File: config.mk
export PLATFORM = sky130hd
export DESIGN_NAME = split_rd_bus
export DESIGN_NICKNAME = d
export VERILOG_FILES = /design/src/rtl/split_rd_pkg.sv /design/src/rtl/split_rd_arbiter.sv /design/src/rtl/split_rd_requester.sv /design/src/rtl/split_rd_target.sv /design/src/rtl/split_rd_bus.sv
export SDC_FILE = /design/constraint.sdc
export NUM_CORES = 1
export LEC_CHECK = 0
export BUFFER_PORTS_ARGS = -buffer_cell sky130_fd_sc_hd__buf_2
export CAP_MARGIN = 20
export CORE_ASPECT_RATIO = 2
export CORE_MARGIN = 1
export CORE_UTILIZATION = 45
export CTS_BUF_LIST = sky130_fd_sc_hd__clkbuf_4 sky130_fd_sc_hd__clkbuf_8 sky130_fd_sc_hd__clkbuf_16
export DETAILED_ROUTE_END_ITERATION = 8
export PLACE_DENSITY_LB_ADDON = 0.3
export SLEW_MARGIN = 20
export SYNTH_ARGS = -nofsm -noshare
export SYNTH_HDL_FRONTEND = slang
export SYNTH_SLANG_ARGS = --single-unit
File: constraint.sdc
create_clock -name clk -period 4 [get_ports clk]
set_input_delay 1.2 -clock clk [delete_from_list [all_inputs] [get_ports clk]]
set_output_delay 1.2 -clock clk [all_outputs]
set_load 0.02 [all_outputs]
File: src/rtl/split_rd_pkg.sv
package split_rd_pkg;

    typedef enum logic [1:0] {
        RQ_IDLE = 2'd0,
        RQ_ARB  = 2'd1,
        RQ_WAIT = 2'd2
    } rq_state_t;

    // index width that never collapses to zero bits
    function automatic int idx_width(input int n);
        return (n > 1) ? $clog2(n) : 1;
    endfunction

endpackage

File: src/rtl/split_rd_arbiter.sv
module split_rd_arbiter #(
    parameter int N = 8
) (
    input  logic         clk,
    input  logic         rst,
    input  logic [N-1:0] req,
    output logic [N-1:0] gnt_q
);
    logic [N-1:0] win;
    logic         taken;

    // lowest index wins; slot order puts targets first
    always_comb begin
        win   = '0;
        taken = 1'b0;
        for (int i = 0; i < N; i++) begin
            if (req[i] && !taken) begin
                win[i] = 1'b1;
                taken  = 1'b1;
            end
        end
    end

    always_ff @(posedge clk) begin
        if (rst) gnt_q <= '0;
        else     gnt_q <= win;
    end
endmodule

File: src/rtl/split_rd_requester.sv
module split_rd_requester
    import split_rd_pkg::*;
#(
    parameter int IDX = 0,
    parameter int TW  = 1,
    parameter int AW  = 8,
    parameter int DW  = 16,
    parameter int IW  = 3
) (
    input  logic          clk,
    input  logic          rst,
    input  logic          issue,
    input  logic [TW-1:0] issue_tgt,
    input  logic [AW-1:0] issue_addr,
    input  logic          gnt,
    input  logic          bus_ack,
    input  logic          rsp_v,
    input  logic [IW-1:0] rsp_id,
    input  logic [DW-1:0] rsp_word,
    output logic          req,
    output logic [TW-1:0] cmd_tgt,
    output logic [AW-1:0] cmd_addr,
    output logic          busy,
    output logic          got,
    output logic [DW-1:0] got_data
);
    rq_state_t     state;
    logic [TW-1:0] tgt_q;
    logic [AW-1:0] addr_q;
    logic          mine;

    assign mine     = rsp_v && (rsp_id == IW'(IDX));
    assign req      = (state == RQ_ARB) && !gnt;
    assign cmd_tgt  = tgt_q;
    assign cmd_addr = addr_q;
    assign busy     = (state != RQ_IDLE);

    always_ff @(posedge clk) begin
        if (rst) begin
            state    <= RQ_IDLE;
            tgt_q    <= '0;
            addr_q   <= '0;
            got      <= 1'b0;
            got_data <= '0;
        end else begin
            got <= 1'b0;
            unique case (state)
                RQ_IDLE: if (issue) begin
                    tgt_q  <= issue_tgt;
                    addr_q <= issue_addr;
                    state  <= RQ_ARB;
                end
                RQ_ARB: if (gnt && bus_ack) state <= RQ_WAIT;
                RQ_WAIT: if (mine) begin
                    got      <= 1'b1;
                    got_data <= rsp_word;
                    state    <= RQ_IDLE;
                end
                default: state <= RQ_IDLE;
            endcase
        end
    end
endmodule

File: src/rtl/split_rd_target.sv
module split_rd_target #(
    parameter int TIDX = 0,
    parameter int TW   = 1,
    parameter int AW   = 8,
    parameter int DW   = 16,
    parameter int IW   = 3,
    parameter int QD   = 4,
    parameter int LAT  = 8
) (
    input  logic                   clk,
    input  logic                   rst,
    input  logic                   cmd_v,
    input  logic [TW-1:0]          cmd_tgt,
    input  logic [AW-1:0]          cmd_addr,
    input  logic [IW-1:0]          cmd_id,
    input  logic                   gnt,
    output logic                   accept,
    output logic                   req,
    output logic [IW-1:0]          rep_id,
    output logic [DW-1:0]          rep_data,
    output logic [$clog2(QD+1)-1:0] occ
);
    localparam int PW = (QD > 1) ? $clog2(QD) : 1;
    localparam int CW = $clog2(LAT + 2);
    localparam int OW = $clog2(QD + 1);

    logic [AW-1:0] q_addr [QD];
    logic [IW-1:0] q_id   [QD];
    logic [CW-1:0] q_cnt  [QD];
    logic [PW-1:0] wr_ptr, rd_ptr;
    logic          head_ready, push, pop;

    assign accept     = cmd_v && (cmd_tgt == TW'(TIDX)) && (occ < OW'(QD));
    assign push       = accept;
    assign pop        = gnt;
    assign head_ready = (occ != '0) && (q_cnt[rd_ptr] == '0);
    assign req        = head_ready && !gnt;
    assign rep_id     = q_id[rd_ptr];
    assign rep_data   = {(DW-AW)'(TIDX + 1), ~q_addr[rd_ptr]};

    function automatic logic [PW-1:0] bump(input logic [PW-1:0] p);
        return (p == PW'(QD - 1)) ? '0 : p + 1'b1;
    endfunction

    always_ff @(posedge clk) begin
        if (rst) begin
            wr_ptr <= '0;
            rd_ptr <= '0;
            occ    <= '0;
            for (int e = 0; e < QD; e++) begin
                q_addr[e] <= '0;
                q_id[e]   <= '0;
                q_cnt[e]  <= '0;
            end
        end else begin
            for (int e = 0; e < QD; e++) begin
                if (push && (wr_ptr == PW'(e))) begin
                    q_addr[e] <= cmd_addr;
                    q_id[e]   <= cmd_id;
                    q_cnt[e]  <= CW'(LAT);
                end else if (q_cnt[e] != '0) begin
                    q_cnt[e] <= q_cnt[e] - 1'b1;
                end
            end
            if (push) wr_ptr <= bump(wr_ptr);
            if (pop)  rd_ptr <= bump(rd_ptr);
            unique case ({push, pop})
                2'b10:   occ <= occ + 1'b1;
                2'b01:   occ <= occ - 1'b1;
                default: occ <= occ;
            endcase
        end
    end
endmodule

File: src/rtl/split_rd_bus.sv
module split_rd_bus
    import split_rd_pkg::*;
#(
    parameter int NR  = 6,
    parameter int NT  = 2,
    parameter int AW  = 8,
    parameter int DW  = 16,
    parameter int QD  = 4,
    parameter int LAT = 8,
    parameter int TW  = idx_width(NT)
) (
    input  logic             clk,
    input  logic             rst,
    input  logic [NR-1:0]    issue,
    input  logic [NR*TW-1:0] issue_tgt,
    input  logic [NR*AW-1:0] issue_addr,
    output logic [NR-1:0]    busy,
    output logic [NR-1:0]    rsp_valid,
    output logic [NR*DW-1:0] rsp_data
);
    localparam int IW = idx_width(NR);
    localparam int NM = NT + NR;
    localparam int OW = $clog2(QD + 1);

    logic [NM-1:0]    arb_req;
    logic [NM-1:0]    gnt_q;
    logic [NT*OW-1:0] tgt_occ;

    logic [TW-1:0] m_tgt  [NR];
    logic [AW-1:0] m_addr [NR];
    logic [IW-1:0] t_id   [NT];
    logic [DW-1:0] t_data [NT];
    logic [NT-1:0] t_acc;

    logic          cmd_v, rsp_v, bus_ack;
    logic [TW-1:0] bus_tgt;
    logic [AW-1:0] bus_addr;
    logic [IW-1:0] bus_id, rsp_id;
    logic [DW-1:0] rsp_word;

    split_rd_arbiter #(.N(NM)) u_arb (
        .clk(clk), .rst(rst), .req(arb_req), .gnt_q(gnt_q)
    );

    // shared bus: the single granted master drives it
    always_comb begin
        cmd_v    = 1'b0;
        bus_tgt  = '0;
        bus_addr = '0;
        bus_id   = '0;
        for (int i = 0; i < NR; i++) begin
            if (gnt_q[NT+i]) begin
                cmd_v    = 1'b1;
                bus_tgt  = m_tgt[i];
                bus_addr = m_addr[i];
                bus_id   = IW'(i);
            end
        end
        rsp_v    = 1'b0;
        rsp_id   = '0;
        rsp_word = '0;
        for (int t = 0; t < NT; t++) begin
            if (gnt_q[t]) begin
                rsp_v    = 1'b1;
                rsp_id   = t_id[t];
                rsp_word = t_data[t];
            end
        end
    end

    assign bus_ack = |t_acc;

    for (genvar t = 0; t < NT; t++) begin : g_tgt
        split_rd_target #(
            .TIDX(t), .TW(TW), .AW(AW), .DW(DW), .IW(IW), .QD(QD), .LAT(LAT)
        ) u_tgt (
            .clk(clk), .rst(rst),
            .cmd_v(cmd_v), .cmd_tgt(bus_tgt), .cmd_addr(bus_addr), .cmd_id(bus_id),
            .gnt(gnt_q[t]),
            .accept(t_acc[t]), .req(arb_req[t]),
            .rep_id(t_id[t]), .rep_data(t_data[t]),
            .occ(tgt_occ[t*OW +: OW])
        );
    end

    for (genvar i = 0; i < NR; i++) begin : g_req
        split_rd_requester #(
            .IDX(i), .TW(TW), .AW(AW), .DW(DW), .IW(IW)
        ) u_req (
            .clk(clk), .rst(rst),
            .issue(issue[i]),
            .issue_tgt(issue_tgt[i*TW +: TW]),
            .issue_addr(issue_addr[i*AW +: AW]),
            .gnt(gnt_q[NT+i]), .bus_ack(bus_ack),
            .rsp_v(rsp_v), .rsp_id(rsp_id), .rsp_word(rsp_word),
            .req(arb_req[NT+i]),
            .cmd_tgt(m_tgt[i]), .cmd_addr(m_addr[i]),
            .busy(busy[i]),
            .got(rsp_valid[i]), .got_data(rsp_data[i*DW +: DW])
        );
    end
endmodule

==> results of run 1 <==
## layer usage
layer,up-vias,part of all wire (%),global-route usage [%]
met3,69,3.9,2.06
met5,-,0,0
met4,0,4.8,11.1
met2,306,56,42.9
met1,4369,35,21.9
li1,4481,-,-
## worst reg2reg max path, cell delays in order (launching register included)
cell and delay [ns]:
dfxtp_1 0.78, or2_2 0.26, nor4b_1 0.07, nor2_1 0.81
nand4_1 0.80, nor2_1 0.30
## worst paths after layout
kind | start | endpoint | slack [ns] | cells past startpoint
setup / recovery | u_arb.gnt_q[4] | g_tgt[1].u_tgt.q_addr[3][5] | 0.80 | 5
hold / removal | g_req[4].u_req.got_data[5] | g_req[4].u_req.got_data[5] | 0.45 | 2
setup reg to reg | u_arb.gnt_q[4] | g_tgt[1].u_tgt.q_addr[3][5] | 0.80 | 5
hold reg to reg | g_req[4].u_req.got_data[5] | g_req[4].u_req.got_data[5] | 0.45 | 2
## area by class of cell
type	instances	area (um^2)	share of cell area [%]
Clock buffer	31	701	4.99
Clock inverter	14	78.8	0.561
Inverter	54	203	1.44
Multi-Input combinational cell	839	5090	36.2
Sequential cell	278	6770	48.2
Tap cell	352	440	3.13
Timing Repair Buffer	147	773	5.50
## sequential cells by signal, summed over array words and instances (netlist names), named ones only
register and flops:
g_req.u_req.cmd_addr 48, g_req.u_req.cmd_tgt 6, g_req.u_req.got 6, g_req.u_req.got_data 60
g_req.u_req.state 12, g_tgt.u_tgt.occ 6, g_tgt.u_tgt.q_addr 64, g_tgt.u_tgt.q_cnt 32
g_tgt.u_tgt.q_id 24, g_tgt.u_tgt.rd_ptr 4, g_tgt.u_tgt.wr_ptr 4, u_arb.gnt_q 8
## logic make-up (layout without fill, tap and decap cells)
family                   after synthesis  in the layout
AO/OA/AOI/OAI                        196            196
AND/OR/NAND/NOR                      490            490
adder cells (fa/ha/maj)               22             22
buffers and inverters                171            246
multiplexers                          84             84
other                                  1             36
XOR/XNOR                              11             11
flip-flops                           278            278
## power breakdown
part / switching (mW) / leakage (nW) / internal (mW)
Clock: 1.06 / 0.385 / 1.25
Combinational: 0.936 / 2.54 / 0.563
Sequential: 0.233 / 2.56 / 3.32
## layout by cell type (no fill, tap or decap), types with 4 or more instances in the layout
cell,n
a211oi_1,4
a21oi_1,96
a221o_1,8
a22oi_1,9
a311oi_1,4
a31o_2,9
and2_1,13
buf_2,132
buf_4,15
clkbuf_16,26
clkinv_1,4
conb_1,36
dfxtp_1,158
edfxtp_1,120
ha_1,20
inv_1,53
mux2i_1,60
mux4_2,21
nand2_1,196
nand2b_1,13
nand3_1,21
nand4_1,10
nor2_1,131
nor2b_1,20
nor3_1,37
nor3b_1,14
nor4_1,6
o211a_1,4
o21ai_0,20
o22ai_1,13
o31ai_1,6
or3_1,7
xnor2_1,7
xor2_1,4
## through the flow
stage	setup slack, ns	total power, mW	hold WS [ns]
finish	0.798	7.37	0.455
global route	0.507	7.71	0.472
CTS	0.837	7.42	0.457
detailed placement	0.746	5.12	0.446
global placement	0.857	5.07	0.438
floorplan	1.18	4.71	0.432
==> flow_summary.yaml, run 1 <==
outcome:
  outcome: "completed"
placed_design:
  placed_area_mm2: 0.0133
  routabilityCongestion: 0.850
  dp_hpwl_mm: 23.4
  dpl.cell_count: 1670
  portBuffers: 133
clock_network:
  clkTransAtPathRegs_ns: 0.07
  cts_tree: "done"
  ctsResizeCount: 0
  clock-root-buffer: "clkbuf_16"
  cts.path.max_buffers: 3
  h-tree-depth: 1
  cts_hold_buf: 0
  cts_setup_buffers: 0
  clock_sink_count: 278
  cts_buffers: 25
  clkLatencyLatePin_ns: 0.53
sta:
  max_freq_ghz: 0.312
  fin_crit_sh_pct: 80.0
  final-setup-viol-count: 0
  tightest_slew_ns: 1.03
  rsz0062_at_grt: "false"
  final.setup.tns_ns: 0
  maxSlewViolCount: 0
  fin_worst_skew_ns: 0.0163
  fin_crit_ns: 3.20
  relSlewSlack_pct: 31.4
  hold_violations: 0
floorplanning:
  core-area_mm2: 0.0275
  die_w_um: 120
  num_rows: 86
  start_util_pct: 45.7
  die_h_um: 238
  io_pins: 170
  die_area_mm2: 0.0287
yosys:
  yosys_warnings: 0
  synthesis.area_mm2: 0.0126
  synth_xor_area_share_pct: 0.766
  ys_seq_area_share_pct: 53.8
  yosys_register_bits: 278
  synth_most_common_cell: "nand2_1"
  synthCells: 1253
  synthDistinctLibCells: 64
  synth_top_family_by_area: "simple AND/OR/NAND/NOR gates"
  synth.area.mux_share_pct: 8.80
  synth_largest_area_cell: "edfxtp_1"
  synth_area_per_cell_um2: 10.0
  synth_compound_area_share_pct: 9.74
  ys_top_cells_by_count: "196 x nand2_1, 158 x dfxtp_1, 131 x nor2_1"
  synthArstFlopShare_pct: 0
  synthAdderAreaFrac_pct: 2.31
  synthTopCellsByArea: "edfxtp_1 29%, dfxtp_1 25%, nand2_1 5.8%"
  synth_top_area_share_pct: 28.6
  synth_simple_gate_area_share_pct: 17.7
  synth_edf_count: 120
  ys.flop_type: "dfxtp_1"
worst_setup_path:
  cp.arrival_ns: 3.56
  cp-start-kind: "register"
  cp-end-kind: "register"
  crit_buf_inv: 0
  slowest_stage: "nor2_1"
  cp_cell_sequence: "or2_2 > nor4b_1 > nor2_1 > nand4_1 > nor2_1"
  critPathKind: "register to register"
  cpPeakStageDelay_ns: 0.81
  crit_path_max_fanout: 21
  cpMostUsedCell: "nor2_1"
  required_ns: 4.36
  cp_top_family: "simple AND/OR/NAND/NOR gates"
grt:
  grt_pass1_wl_mm: 47.7
  grt_overflow: 0
  antenna_found_initial: 0
  grt_usage_pct: 21.7
  grt_pass1_vias: 8919
  grt_max_degree: 65
flow_run:
  maxCapViolCount: 0
layout:
  instances_no_fill: 1715
  drive_above_1_share_pct: 16.8
  area_growth_pct: 11.7
  n_fill_cell: 2585
  fin_nets: 1429
  final_core_util_pct: 51.0
  antennaDiodeCount: 0
  stdcell_area_mm2: 0.0141
routing:
  first_iter_violations: 536
  remaining_drc_errors: 0
  firstDrtPassIters: 5
  vias: 9225
  viasPerCell: 5.38
  drt_wl_total_mm: 30.8
  ant_nets: 0
  wl_per_cell_um: 18.0
power:
  cellLeakagePower_nw: 5.48
  cellPowerDensity_mw_per_mm2: 524
  ir_drop_mv: 0.280
min_path:
  hold_class: "register to register"
Power figures use the tool's default switching activity.
==> run 2, diff against run 1 <==
==> constraint.sdc (replaced) <==
create_clock -name clk -period 2.7 [get_ports clk]
set_input_delay 0.81 -clock clk [delete_from_list [all_inputs] [get_ports clk]]
set_output_delay 0.81 -clock clk [all_outputs]
set_load 0.02 [all_outputs]
==> flow_summary.yaml, run 2 (synthesized netlist as in run 1, its figures left out) <==
outcome:
  outcome: "completed"
routing:
  viasPerCell: 5.35
  firstDrtPassIters: 5
  first_iter_violations: 411
  remaining_drc_errors: 0
  wl_per_cell_um: 17.4
  vias: 9313
  ant_nets: 0
  drt_wl_total_mm: 30.3
sta:
  max_freq_ghz: 0.392
  hold_violations: 0
  final-setup-viol-count: 0
  fin_crit_sh_pct: 94.5
  maxSlewViolCount: 0
  fin_worst_skew_ns: 0.0197
  final.setup.tns_ns: 0
  layout_setup_ws_ns: 0.149
  tightest_slew_ns: 0.739
  rsz0062_at_grt: "false"
  relSlewSlack_pct: 50.6
  fin_crit_ns: 2.55
clock_network:
  cts.path.max_buffers: 3
  clkTransAtPathRegs_ns: 0.07
  h-tree-depth: 1
  clock-root-buffer: "clkbuf_16"
  cts_tree: "done"
  ctsResizeCount: 0
  clock_sink_count: 278
  cts_hold_buf: 0
  clkLatencyLatePin_ns: 0.54
  cts_buffers: 24
  cts_setup_buffers: 0
layout:
  largest_register: "g_tgt.u_tgt.q_addr"
  layout_commonest_cell: "nand2_1"
  antennaDiodeCount: 0
  drive_above_1_share_pct: 18.5
  layout_common_cells: "196 x nand2_1, 158 x dfxtp_1, 132 x buf_2, 130 x nor2_1, 120 x edfxtp_1"
  fin_nets: 1455
  largest_reg_flops: 64
  area_growth_pct: 13.7
power:
  ir_drop_mv: 0.582
  total_power_mw: 11.0
  cellLeakagePower_nw: 5.64
  cellPowerDensity_mw_per_mm2: 770
worst_setup_path:
  required_ns: 3.11
  cp_cell_sequence: "mux4_2 > and2_4 > or3_4 > or3_1 > mux2i_1"
  cp-end-kind: "register"
  cpPeakStageDelay_ns: 0.60
  r2r_end: "g_req[0].u_req.got_data[0]"
  cp.arrival_ns: 2.96
  critPathKind: "register to register"
  crit_path_max_fanout: 9
  cp-start-kind: "register"
  reg2reg_setup_slack_ns: 0.15
  slowest_stage: "mux4_2"
  reg2reg_depth: 5
flow_run:
  maxCapViolCount: 0
floorplanning:
  die_area_mm2: 0.0287
  core-area_mm2: 0.0275
  num_rows: 86
  die_h_um: 238
  start_util_pct: 45.7
  io_pins: 170
  die_w_um: 120
min_path:
  hold_class: "register to register"
  hold_end: "g_req[4].u_req.got_data[3]"
  min_from: "g_req[4].u_req.got_data[3]"
  min_path_cells: 2
grt:
  grt_pass1_wl_mm: 47.7
  grt_overflow: 0
  grt_max_degree: 51
  grt_usage_pct: 21.5
  antenna_found_initial: 0
  grt_pass1_vias: 9143
placed_design:
  portBuffers: 133
  dp_hpwl_mm: 23.3
  routabilityCongestion: 0.856
  pre_cts_ws_ns: 0.169
run 2: cell types whose count changed in the layout (fill, tap and decap cells not counted), moves of 3 or more:
cell / previous run / this run
buf_12: 0 / 3
buf_4: 15 / 39
clkbuf_4: 3 / 8
inv_4: 3 / 0
run 2: worst max-delay path by stage:
stage,from,end,slack (ns)
floorplan,u_arb.gnt_q[7],g_tgt[1].u_tgt.occ[2],0.09
global placement,register,g_req[0].u_req.got_data[1],0.23
detailed placement,register,g_req[0].u_req.got_data[0],0.17
CTS,register,g_req[0].u_req.got_data[0],0.15
global route,u_arb.gnt_q[4],g_tgt[0].u_tgt.occ[2],0.01
finish,register,g_req[0].u_req.got_data[0],0.15
run 2: final cells by class:
cell class | count | area, um^2
Clock buffer | 37 | 752
Clock inverter | 7 | 33.8
Fill cell | 2585 | 13200
Inverter | 54 | 203
Multi-Input combinational cell | 839 | 5100
Sequential cell | 278 | 6770
Tap cell | 352 | 440
Timing Repair Buffer | 174 | 1010
run 2: report_power, final:
part           internal [mW]  switching, mW
combinational          0.904           1.44
sequential              4.93          0.303
clock                   1.92           1.51
run 2: stage by stage:
step	util (%)	cell area, um^2	hold WS, ns	std cells
CTS	51.9	14300	0.457	1741
detailed placement	49.1	13500	0.447	1697
global placement	49.1	13500	0.438	1697
finish	51.9	14300	0.455	1741
global route	51.9	14300	0.476	1741
floorplan	-	12700	0.432	1288
run 2: routing by layer:
layer	wire length (um)	GRT usage (%)	share of wire [%]
met1	10600	21.4	35
met2	16900	42.4	56
met3	1350	2.37	4.5
met4	1440	11.0	4.8
met5	0	0	0
run 2: critical path: cells and delay by family, from the launching register on:
family | cells | cell delay (ns)
and+or+nand+nor | 3 | 1.12
muxes | 2 | 0.80
DFF | 1 | 0.50
